`src/rtl/ltv_pkg.sv`:
```
package ltv_pkg;
  localparam logic [3:0] SYM_0 = 4'd0;
  localparam logic [3:0] SYM_1 = 4'd1;
  localparam logic [3:0] SYM_C = 4'd4;
  localparam logic [3:0] SYM_G = 4'd7;
  localparam logic [3:0] SYM_V = 4'd8;

  typedef struct packed {
    logic oe;
    logic val;
    logic clk;
    logic gnd;
    logic vcc;
  } pin_ctl_t;

  typedef enum logic [1:0] {
    ST_IDLE,
    ST_SETTLE_A,
    ST_PULSE,
    ST_SETTLE_B
  } seq_st_e;
endpackage

```
`src/rtl/ltv_pin_decode.sv`:
```
module ltv_pin_decode
  import ltv_pkg::*;
(
  input  logic [3:0] code_i,
  input  logic       used_i,
  output pin_ctl_t   ctl_o
);
  always_comb begin
    ctl_o = '0;
    if (used_i) begin
      case (code_i)
        SYM_0: ctl_o.oe = 1'b1;
        SYM_1: begin ctl_o.oe = 1'b1; ctl_o.val = 1'b1; end
        SYM_C: begin ctl_o.oe = 1'b1; ctl_o.clk = 1'b1; end
        SYM_G: ctl_o.gnd = 1'b1;
        SYM_V: ctl_o.vcc = 1'b1;
        default: ; // L, H, Z, X and undefined codes: input with pull
      endcase
    end
  end
endmodule

```
`src/rtl/ltv_seq.sv`:
```
module ltv_seq
  import ltv_pkg::*;
#(
  parameter int SETTLE_W = 16
) (
  input  logic                clk_i,
  input  logic                rst_ni,
  input  logic                start_i,
  input  logic                ok_i,
  input  logic [SETTLE_W-1:0] settle_i,
  output logic                apply_o,
  output logic                reject_o,
  output logic                pulse_o,
  output logic                sample_o,
  output logic                busy_o
);
  seq_st_e             st_q;
  logic [SETTLE_W-1:0] cnt_q, settle_q;
  logic                cnt_end;

  assign cnt_end  = (cnt_q == settle_q);
  assign busy_o   = (st_q != ST_IDLE);
  assign apply_o  = !busy_o && start_i && ok_i;
  assign reject_o = !busy_o && start_i && !ok_i;
  assign pulse_o  = (st_q == ST_PULSE);
  assign sample_o = (st_q == ST_SETTLE_B) && cnt_end;

  always_ff @(posedge clk_i or negedge rst_ni) begin
    if (!rst_ni) begin
      st_q     <= ST_IDLE;
      cnt_q    <= '0;
      settle_q <= '0;
    end else begin
      case (st_q)
        ST_IDLE: if (apply_o) begin
          st_q     <= ST_SETTLE_A;
          cnt_q    <= '0;
          settle_q <= settle_i;
        end
        ST_SETTLE_A: if (cnt_end) st_q <= ST_PULSE;
                     else         cnt_q <= cnt_q + 1'b1;
        ST_PULSE: begin
          st_q  <= ST_SETTLE_B;
          cnt_q <= '0;
        end
        ST_SETTLE_B: if (cnt_end) st_q <= ST_IDLE;
                     else         cnt_q <= cnt_q + 1'b1;
        default: st_q <= ST_IDLE;
      endcase
    end
  end
endmodule

```
`src/rtl/ltv_engine.sv`:
```
module ltv_engine
  import ltv_pkg::*;
#(
  parameter int NPINS     = 40,
  parameter int VEC_BYTES = 24,
  parameter int SETTLE_W  = 16,
  parameter int VSEL_W    = 2
) (
  input  logic                   clk_i,
  input  logic                   rst_ni,
  input  logic                   start_i,
  input  logic [7:0]             cfg_i,
  input  logic [7:0]             pin_cnt_i,
  input  logic [31:0]            seq_num_i,
  input  logic [VEC_BYTES*8-1:0] vec_i,
  input  logic [SETTLE_W-1:0]    settle_i,
  input  logic [NPINS-1:0]       pin_in_i,
  output logic [NPINS-1:0]       pin_oe_o,
  output logic [NPINS-1:0]       pin_out_o,
  output logic                   pull_dn_o,
  output logic [NPINS-1:0]       vcc_pin_o,
  output logic [NPINS-1:0]       gnd_pin_o,
  output logic [VSEL_W-1:0]      vcc_sel_o,
  output logic                   isp_release_o,
  output logic                   busy_o,
  output logic                   done_o,
  output logic                   err_o,
  output logic [VEC_BYTES*8-1:0] reply_o
);
  localparam int         VEC_W   = VEC_BYTES * 8;
  localparam int         NIB     = VEC_BYTES * 2;
  localparam logic [7:0] MAX_CNT = 8'(NPINS);

  logic             count_ok, fresh;
  logic             apply, reject, pulse, sample;
  logic [NPINS-1:0] oe_d, val_d, clk_d, gnd_d, vcc_d;
  logic [NPINS-1:0] oe_q, val_q, clk_q;
  logic [7:0]       cnt_q;
  logic [VEC_W-1:0] rep_d;

  assign count_ok = !pin_cnt_i[0] && (pin_cnt_i >= 8'd2) && (pin_cnt_i <= MAX_CNT);
  assign fresh    = (seq_num_i == 32'd0);

  ltv_seq #(.SETTLE_W(SETTLE_W)) u_seq (
    .clk_i    (clk_i),
    .rst_ni   (rst_ni),
    .start_i  (start_i),
    .ok_i     (count_ok),
    .settle_i (settle_i),
    .apply_o  (apply),
    .reject_o (reject),
    .pulse_o  (pulse),
    .sample_o (sample),
    .busy_o   (busy_o)
  );

  for (genvar p = 0; p < NPINS; p++) begin : g_pin
    pin_ctl_t ctl;
    ltv_pin_decode u_dec (
      .code_i (vec_i[4*p +: 4]),
      .used_i (8'(p) < pin_cnt_i),
      .ctl_o  (ctl)
    );
    assign oe_d[p]  = ctl.oe;
    assign val_d[p] = ctl.val;
    assign clk_d[p] = ctl.clk;
    assign gnd_d[p] = ctl.gnd;
    assign vcc_d[p] = ctl.vcc;
  end

  for (genvar n = 0; n < NIB; n++) begin : g_rep
    if (n < NPINS) begin : g_live
      assign rep_d[4*n +: 4] = (8'(n) < cnt_q) ? {3'b000, pin_in_i[n]} : 4'h0;
    end else begin : g_dead
      assign rep_d[4*n +: 4] = 4'h0;
    end
  end

  if (VEC_W > 4*NPINS) begin : g_spare
    logic unused_bits;
    assign unused_bits = ^{vec_i[VEC_W-1:4*NPINS], cfg_i[6:VSEL_W]};
  end else begin : g_nospare
    logic unused_bits;
    assign unused_bits = ^cfg_i[6:VSEL_W];
  end

  always_ff @(posedge clk_i or negedge rst_ni) begin
    if (!rst_ni) begin
      oe_q          <= '0;
      val_q         <= '0;
      clk_q         <= '0;
      vcc_pin_o     <= '0;
      gnd_pin_o     <= '0;
      vcc_sel_o     <= '0;
      pull_dn_o     <= 1'b0;
      isp_release_o <= 1'b0;
      cnt_q         <= '0;
      done_o        <= 1'b0;
      err_o         <= 1'b0;
      reply_o       <= '0;
    end else begin
      isp_release_o <= apply && fresh;
      done_o        <= sample || reject;
      err_o         <= reject;
      if (apply) begin
        oe_q      <= oe_d;
        val_q     <= val_d;
        clk_q     <= clk_d;
        pull_dn_o <= cfg_i[7];
        cnt_q     <= pin_cnt_i;
        if (fresh) begin
          vcc_pin_o <= vcc_d;
          gnd_pin_o <= gnd_d;
          vcc_sel_o <= cfg_i[VSEL_W-1:0];
        end
      end
      if (sample) reply_o <= rep_d;
    end
  end

  assign pin_oe_o  = oe_q;
  assign pin_out_o = val_q | (clk_q & {NPINS{pulse}});
endmodule

```
`config.mk`:
```
export PLATFORM = sky130hd
export DESIGN_NAME = ltv_engine
export DESIGN_NICKNAME = d
export VERILOG_FILES = /design/src/rtl/ltv_pkg.sv /design/src/rtl/ltv_pin_decode.sv /design/src/rtl/ltv_seq.sv /design/src/rtl/ltv_engine.sv
export SDC_FILE = /design/constraint.sdc
export NUM_CORES = 1
export LEC_CHECK = 0
export BUFFER_PORTS_ARGS = -buffer_cell sky130_fd_sc_hd__clkbuf_2
export CORE_AREA = 2 2 260 262
export CTS_CLUSTER_DIAMETER = 60
export CTS_CLUSTER_SIZE = 24
export DETAILED_ROUTE_END_ITERATION = 8
export DIE_AREA = 0 0 262 264
export HOLD_SLACK_MARGIN = 0.05
export MAX_ROUTING_LAYER = met4
export PLACE_DENSITY = 0.49
export SYNTH_ARGS = -nofsm -noshare
export SYNTH_HDL_FRONTEND = slang
export SYNTH_SLANG_ARGS = --single-unit
```
`constraint.sdc`:
```
create_clock -name clk_i -period 5.1 [get_ports clk_i]
set_input_delay 0.765 -clock clk_i [delete_from_list [all_inputs] [get_ports clk_i]]
set_output_delay 0.765 -clock clk_i [all_outputs]
set_load 0.01 [all_outputs]
```
# Yosys cells after proc, flatten, opt, wreduce, memory -nomap -nowiden
# Cells that the tools add are included.
dict set report totals {
  ff_bits 408
  latchBits 0
  ram_bits 0
  romBits 0
  input_bits 299
  memories 0
}
dict set report op_classes {
  n_addsub 1
  multipliers 0
  div_mod_pow 0
  magnitude_cmp 82
  n_eq_ne 168
  shift 0
  muxes 287
  n_bitwise 2
  n_reduce_logical 99
}
# operator n
set ops {}
lappend ops {{4-bit by 3-bit equality test with 1-bit output, second input constant} 80}
lappend ops {{5-bit by 8-bit < comparator with 1-bit output, first input constant} 32}
lappend ops {{1-bit two-way mux} 240}
lappend ops {{5-bit two-way mux} 40}
lappend ops {{4-bit by 1-bit equality test with 1-bit output, second input constant} 40}
lappend ops {{4-bit equality test, second input constant} 40}
lappend ops {{4-bit logical NOT} 40}
lappend ops {{4-bit by 8-bit < comparator with 1-bit output, first input constant} 16}
lappend ops {{6-bit by 8-bit < comparator with 1-bit output, first input constant} 16}
lappend ops {{3-bit OR reduction} 40}
lappend ops {{3-bit by 8-bit < comparator with 1-bit output, first input constant} 8}
lappend ops {{16-bit case mux with 3 select lines} 1}
lappend ops {{40-bit bitwise AND} 1}
lappend ops {{40-bit OR} 1}
lappend ops {{32-bit logical NOT} 1}
lappend ops {{1-bit by 8-bit < comparator with 1-bit output, first input constant} 4}
lappend ops {{2-bit by 8-bit < comparator with 1-bit output, first input constant} 4}
lappend ops {{16-bit two-way mux} 2}
lappend ops {{16-bit by 1-bit adder with 16-bit output, second input constant} 1}
lappend ops {{16-bit equality test} 1}
lappend ops {{8-bit by 2-bit >= comparator with 1-bit output, second input constant} 1}
lappend ops {{8-bit by 6-bit less-or-equal comparator with 1-bit output, second input constant} 1}
lappend ops {{2-bit case mux with 4 select lines} 1}
lappend ops {{1-bit logical AND} 7}
lappend ops {{12 further kinds} 21}

# Longest topological paths before layout
dict set report logic_depth {
  word_depth 6
  depth_mapped 12
}

# Hierarchy
# From an unflattened synthesis, not the netlist that was laid out.
dict set report hier_totals {
  cells_unflattened 1414
  hier_area_um2 16173.0
}
# mod n_inst cells_each area_per_inst_um2 seq_area_each_um2
set by_module_without_submodules {}
lappend by_module_without_submodules {ltv_engine 1 945 11666.2 6356.1}
lappend by_module_without_submodules {ltv_pin_decode 40 7 63.8 0.0}
lappend by_module_without_submodules {ltv_seq 1 189 1954.4 850.8}

# Worst setup path after synthesis
# Ideal clock, no wire load.
dict set report synth_timing {
  kind {input -> register}
  start {input port pin_cnt_i[2]}
  end {register vcc_pin_o[3]}
  setup_ns 0.134
  arrival_time_ns 2.570
  path_slack_ns 2.395
  stages 11
  path_cell_list {buf_2 > o21a_1 > o21a_1 > or2_1 > buf_2 > or3_1 > buf_4 > buf_4 > buf_2 > nand2_1 > o41ai_2}
}
dict set report synth_between {
  elab_chain_cells 5
  word_cells_on_any_way 8
  classes_between {order compare: 3; mux: 1; reduce/logical: 4}
}
# item line_no
set synth_rtl {}
lappend synth_rtl {{start, declared} ltv_engine.sv:13} ;# input logic [7:0] pin_cnt_i,
lappend synth_rtl {{8-bit by 2-bit >= comparator with 1-bit output} ltv_engine.sv:41} ;# assign count_ok = !pin_cnt_i[0] && (pin_cnt_i >= 8'd2) && (pin_cnt_i <= MAX_CNT);
lappend synth_rtl {{1-bit logical AND (2 in a row)} ltv_engine.sv:41}
lappend synth_rtl {{1-bit logical AND} ltv_seq.sv:23} ;# assign apply_o = !busy_o && start_i && ok_i;
lappend synth_rtl {{2-bit AND reduction (no source line)} -}
lappend synth_rtl {{end signal, assigned} ltv_engine.sv:112} ;# vcc_pin_o <= vcc_d;
lappend synth_rtl {{end, declared} ltv_engine.sv:21} ;# output logic [NPINS-1:0] vcc_pin_o,
# Several ways; a longest one is shown, not always the timed one.
# A chain may end at the register's enable or synchronous reset.

# Worst setup path in the final report
dict set report layout_timing {
  start {register u_seq.st_q[0]}
  end {register u_seq.cnt_q[5]}
}
dict set report layout_between {
  elab_chain_cells 6
  word_cells_on_any_way 13
  classes_between {eq/ne: 5; mux: 1; reduce/logical: 7}
}
# item line_no
set layout_rtl {}
lappend layout_rtl {{start, declared} ltv_seq.sv:17} ;# seq_st_e st_q;
lappend layout_rtl {{start signal, assigned} ltv_seq.sv:30} ;# st_q <= ST_IDLE;
lappend layout_rtl {{start signal, assigned} ltv_seq.sv:36} ;# st_q <= ST_SETTLE_A;
lappend layout_rtl {{start signal, assigned} ltv_seq.sv:40} ;# ST_SETTLE_A: if (cnt_end) st_q <= ST_PULSE;
lappend layout_rtl {{2-bit nonzero test} ltv_seq.sv:22} ;# assign busy_o = (st_q != ST_IDLE);
lappend layout_rtl {{1-bit logical NOT} ltv_seq.sv:23}
lappend layout_rtl {{1-bit logical AND (2 in a row)} ltv_seq.sv:23}
lappend layout_rtl {{2-bit inequality test (no source line)} -}
lappend layout_rtl {{2-bit AND reduction (no source line)} -}
lappend layout_rtl {{end signal, assigned} ltv_seq.sv:41} ;# else cnt_q <= cnt_q + 1'b1;
lappend layout_rtl {{end signal, assigned} ltv_seq.sv:47} ;# else cnt_q <= cnt_q + 1'b1;
lappend layout_rtl {{end, declared} ltv_seq.sv:18} ;# logic [SETTLE_W-1:0] cnt_q, settle_q;
# Several ways; a longest one is shown, not always the timed one.

==> run_results.csv <==
group,metric,value,unit
run_status,outcome,"complete, no violations",
die,ios,658,
logic_synthesis,synthCells,1566,
placement,gp_congestion,0.8351,
critical_path,r2r_slack,1.53,ns
critical_path,end_kind,"register",
sta,rsz0062_at_grt,"no",
critical_path,start_kind,"register",
grt,globalRouteOverflowTotal,0,
die,die_area,69170,sq um
clock_tree,cts_max_level,2,
critical_path,critical_path.max_fanout,13,
die,fp-row-count,95,
logic_synthesis,synth-seq-cells,288,
sta,fin_crit_sh,0.7008,
detailed_routing,post_drt_via_cell_ratio,4.453,
die,die_w,262,um
clock_tree,clk_pin_slew_worst_paths,0.06,ns
critical_path,reg2reg_depth,8,
sta,drv_slew,0,
layout,final_cells,2916,
sta,tns,0,ns
job,cap_violations,0,
sta,relSlewSlack,0.2181,
die,fp.coreArea,66560,sq um
placement,hpwl,39710,um
critical_path,endpoint,"u_seq.cnt_q[5]",
critical_path,arrival,4.04,ns
detailed_routing,antenna_left,0,
critical_path,crit_path_start,"u_seq.st_q[0]",
sta,clock_skew,0.01413,ns
logic_synthesis,synth_cell_types,53,
clock_tree,cts-root-buf,"clkbuf_16",
layout,syn2layout_area_growth,26.85,%
clock_tree,cts_setup_buffers,0,
logic_synthesis,synth_top_cell_area_share,0.4738,
clock_tree,clockBufferDepth,3,
clock_tree,cts-buffers-inserted,39,
clock_tree,clk_latency,0.56,ns
min_path,hold_path_class,"in -> async",
grt,grt_pass1_vias,13160,
sta,min_period,3.574,ns
critical_path,critPathRequiredTime,5.56,ns
sta,setup_violations,0,
logic_synthesis,syn_area,15210,sq um
logic_synthesis,ys_warn_count,0,
sta,worst_slack,1.526,ns
pwr,p_per_area,406.5,nW/um^2
detailed_routing,drt_iter0_drc,656,
layout,nets,2311,
logic_synthesis,synth-seq-area-share,0.4738,
placement,io_buffers,468,
sta,hold_viol,0,
grt,grt_max_degree,122,
logic_synthesis,syn_area_per_cell,9.714,sq um
grt,antenna_found_initial,5,
critical_path,reg2reg_to,"u_seq.cnt_q[5]",
sta,worstMarginPinSlew,1.143,ns
sta,fmax,0.2798,GHz
layout,ff_latch_area,7207,sq um
layout,fillCellCount,7106,
detailed_routing,drc,0,
clock_tree,holdBufCountCts,0,
clock_tree,clock-sinks,288,
detailed_routing,vias,12990,
clock_tree,cts_tree,"done",
layout,layout-drive-gt1-share,0.3207,
critical_path,timing.rr.start,"u_seq.st_q[0]",
logic_synthesis,yosysTopAreaCell,"dfrtp_1",
detailed_routing,wirelength,53420,um
detailed_routing,dr.pass1.iters,5,
pwr,leakage,10.11,nW
pwr,ir_worst_vdd,0.2202,mV
critical_path,path_class,"reg -> reg",
layout,multi_input_area,6902,sq um
placement,dpl.cell_count,2838,
logic_synthesis,async_flop_share,1.000,
placement,dpl_worst_slack,1.375,ns
grt,track_usage,0.1554,
detailed_routing,wl_per_cell,18.32,um
die,floorplan.initialDensity,0.2285,
logic_synthesis,synthFlopType,"dfrtp_1",
die,die_h,264,um
grt,grt_pass1_wl,79920,um
logic_synthesis,synth_edf_count,0,
logic_synthesis,ys_top_cells_by_area,"dfrtp_1 47%, buf_4 7.6%, nand2_1 6.0%",
clock_tree,post_cts_resized,0,
-- registers in the layout, indices dropped and copies added, names as in the netlist, 16 cells and up --
signal	cells
gnd_pin_o	40
pin_oe_o	40
u_seq.cnt_q	16
vcc_pin_o	40
u_seq.settle_q	16
reply_o	40
val_q	40
clk_q	40
-- kinds of logic (layout without fill, tap and decap cells) --
family | count (synthesis) | count (layout) | synth area share
AOI/OAI and AO/OA | 430 | 430 | 0.2069
xor gates and xnor gates | 16 | 16 | 0.009212
adders and majority gates | 6 | 6 | 0.004935
buffers and inverters | 277 | 596 | 0.1108
DFF | 288 | 288 | 0.4738
muxes | 25 | 25 | 0.01842
other | 1 | 159 | 0.0002465
and+or+nand+nor | 523 | 523 | 0.1757
-- synth_stat cells, types with 12 or more instances --
library cell and instances:
nand2_1 243, inv_1 38, nand3_1 47, o41ai_2 33, buf_2 33, clkbuf_1 46, buf_4 155, o211ai_1 12
or4_1 21, or3_1 12, a32o_1 20, nor2_1 31, nor3_1 16, o31ai_1 31, mux2_2 24, a21oi_1 42
a21o_1 82, dfrtp_1 288, o41ai_1 17, o21ai_0 139, a22o_1 13, nand2b_1 45, nor4_1 23, or4b_2 23
xor2_1 16
-- per-stage QoR --
stage | cell area, sq um | total power, mW | hold slack (ns) | utilization
after floorplan | 15780 | 4.119 | 0.4391 | -
after global placement | 17900 | 4.951 | 0.4549 | 0.2689
after detailed placement | 17900 | 4.983 | 0.4579 | 0.2689
after CTS | 19280 | 8.014 | 0.09446 | 0.2896
after global routing | 19290 | 8.374 | 0.1144 | 0.2898
final | 19300 | 7.844 | 0.1180 | 0.2899
-- worst max-delay path, cell delays in order (launching register included) --
cell and delay, ns:
dfrtp_1 0.41, inv_1 0.14, ha_1 0.38, nor4bb_1 0.32
o211ai_1 0.17, o21ai_0 0.80, nand2_1 0.53, or4_1 0.62
o211ai_1 0.10
-- how the worst min path moves through the flow --
stage | from | endpoint | slack (ns)
after floorplan | clk_q[36] | clk_q[36] | 0.44
after CTS | rst_ni | gnd_pin_o[13] | 0.09
after detailed placement | clk_q[38] | clk_q[38] | 0.46
after global placement | clk_q[36] | clk_q[36] | 0.45
final | rst_ni | vcc_pin_o[9] | 0.12
after global routing | rst_ni | gnd_pin_o[13] | 0.11
-- cell type report --
class,count,area share
well taps,873,0.05661
flip-flops and latches,288,0.3735
clock buffers,42,0.05220
clock inverters,29,0.01919
inverters,38,0.007392
multi-input cells,1152,0.3577
diodes,7,0.0009078
repair buffers,487,0.1325
-- power breakdown --
part	leakage, nW	internal [mW]	switching, mW	total (mW)
Combinational	5.60	0.740	1.21	1.95
Sequential	3.84	2.67	0.276	2.95
Clock	0.668	1.74	1.21	2.95
-- layout by cell type (no fill, tap or decap), drive strengths merged, types with 20 or more instances in the layout --
cell	synthesis	layout
clkbuf	46	509
dfrtp	288	288
nand2	243	243
conb	1	152
o21ai	145	145
a21o	82	82
inv	38	51
o41ai	50	50
nand3	47	47
nand2b	45	45
a21oi	42	42
nor2	31	31
o31ai	31	31
mux2	24	24
nor4	23	23
or4b	23	23
or4	21	21
a32o	20	20
buf	193	20
-- per-layer routing --
layer,vias up,global-route usage,part of all wire,routed length (um)
met4,0,0.04077,0.023,1235
met5,-,-,0,0
li1,6221,-,-,-
met1,6279,0.1825,0.42,22180
met2,408,0.2600,0.49,26170
met3,77,0.04356,0.072,3835
(Power assumes the default switching activity.)
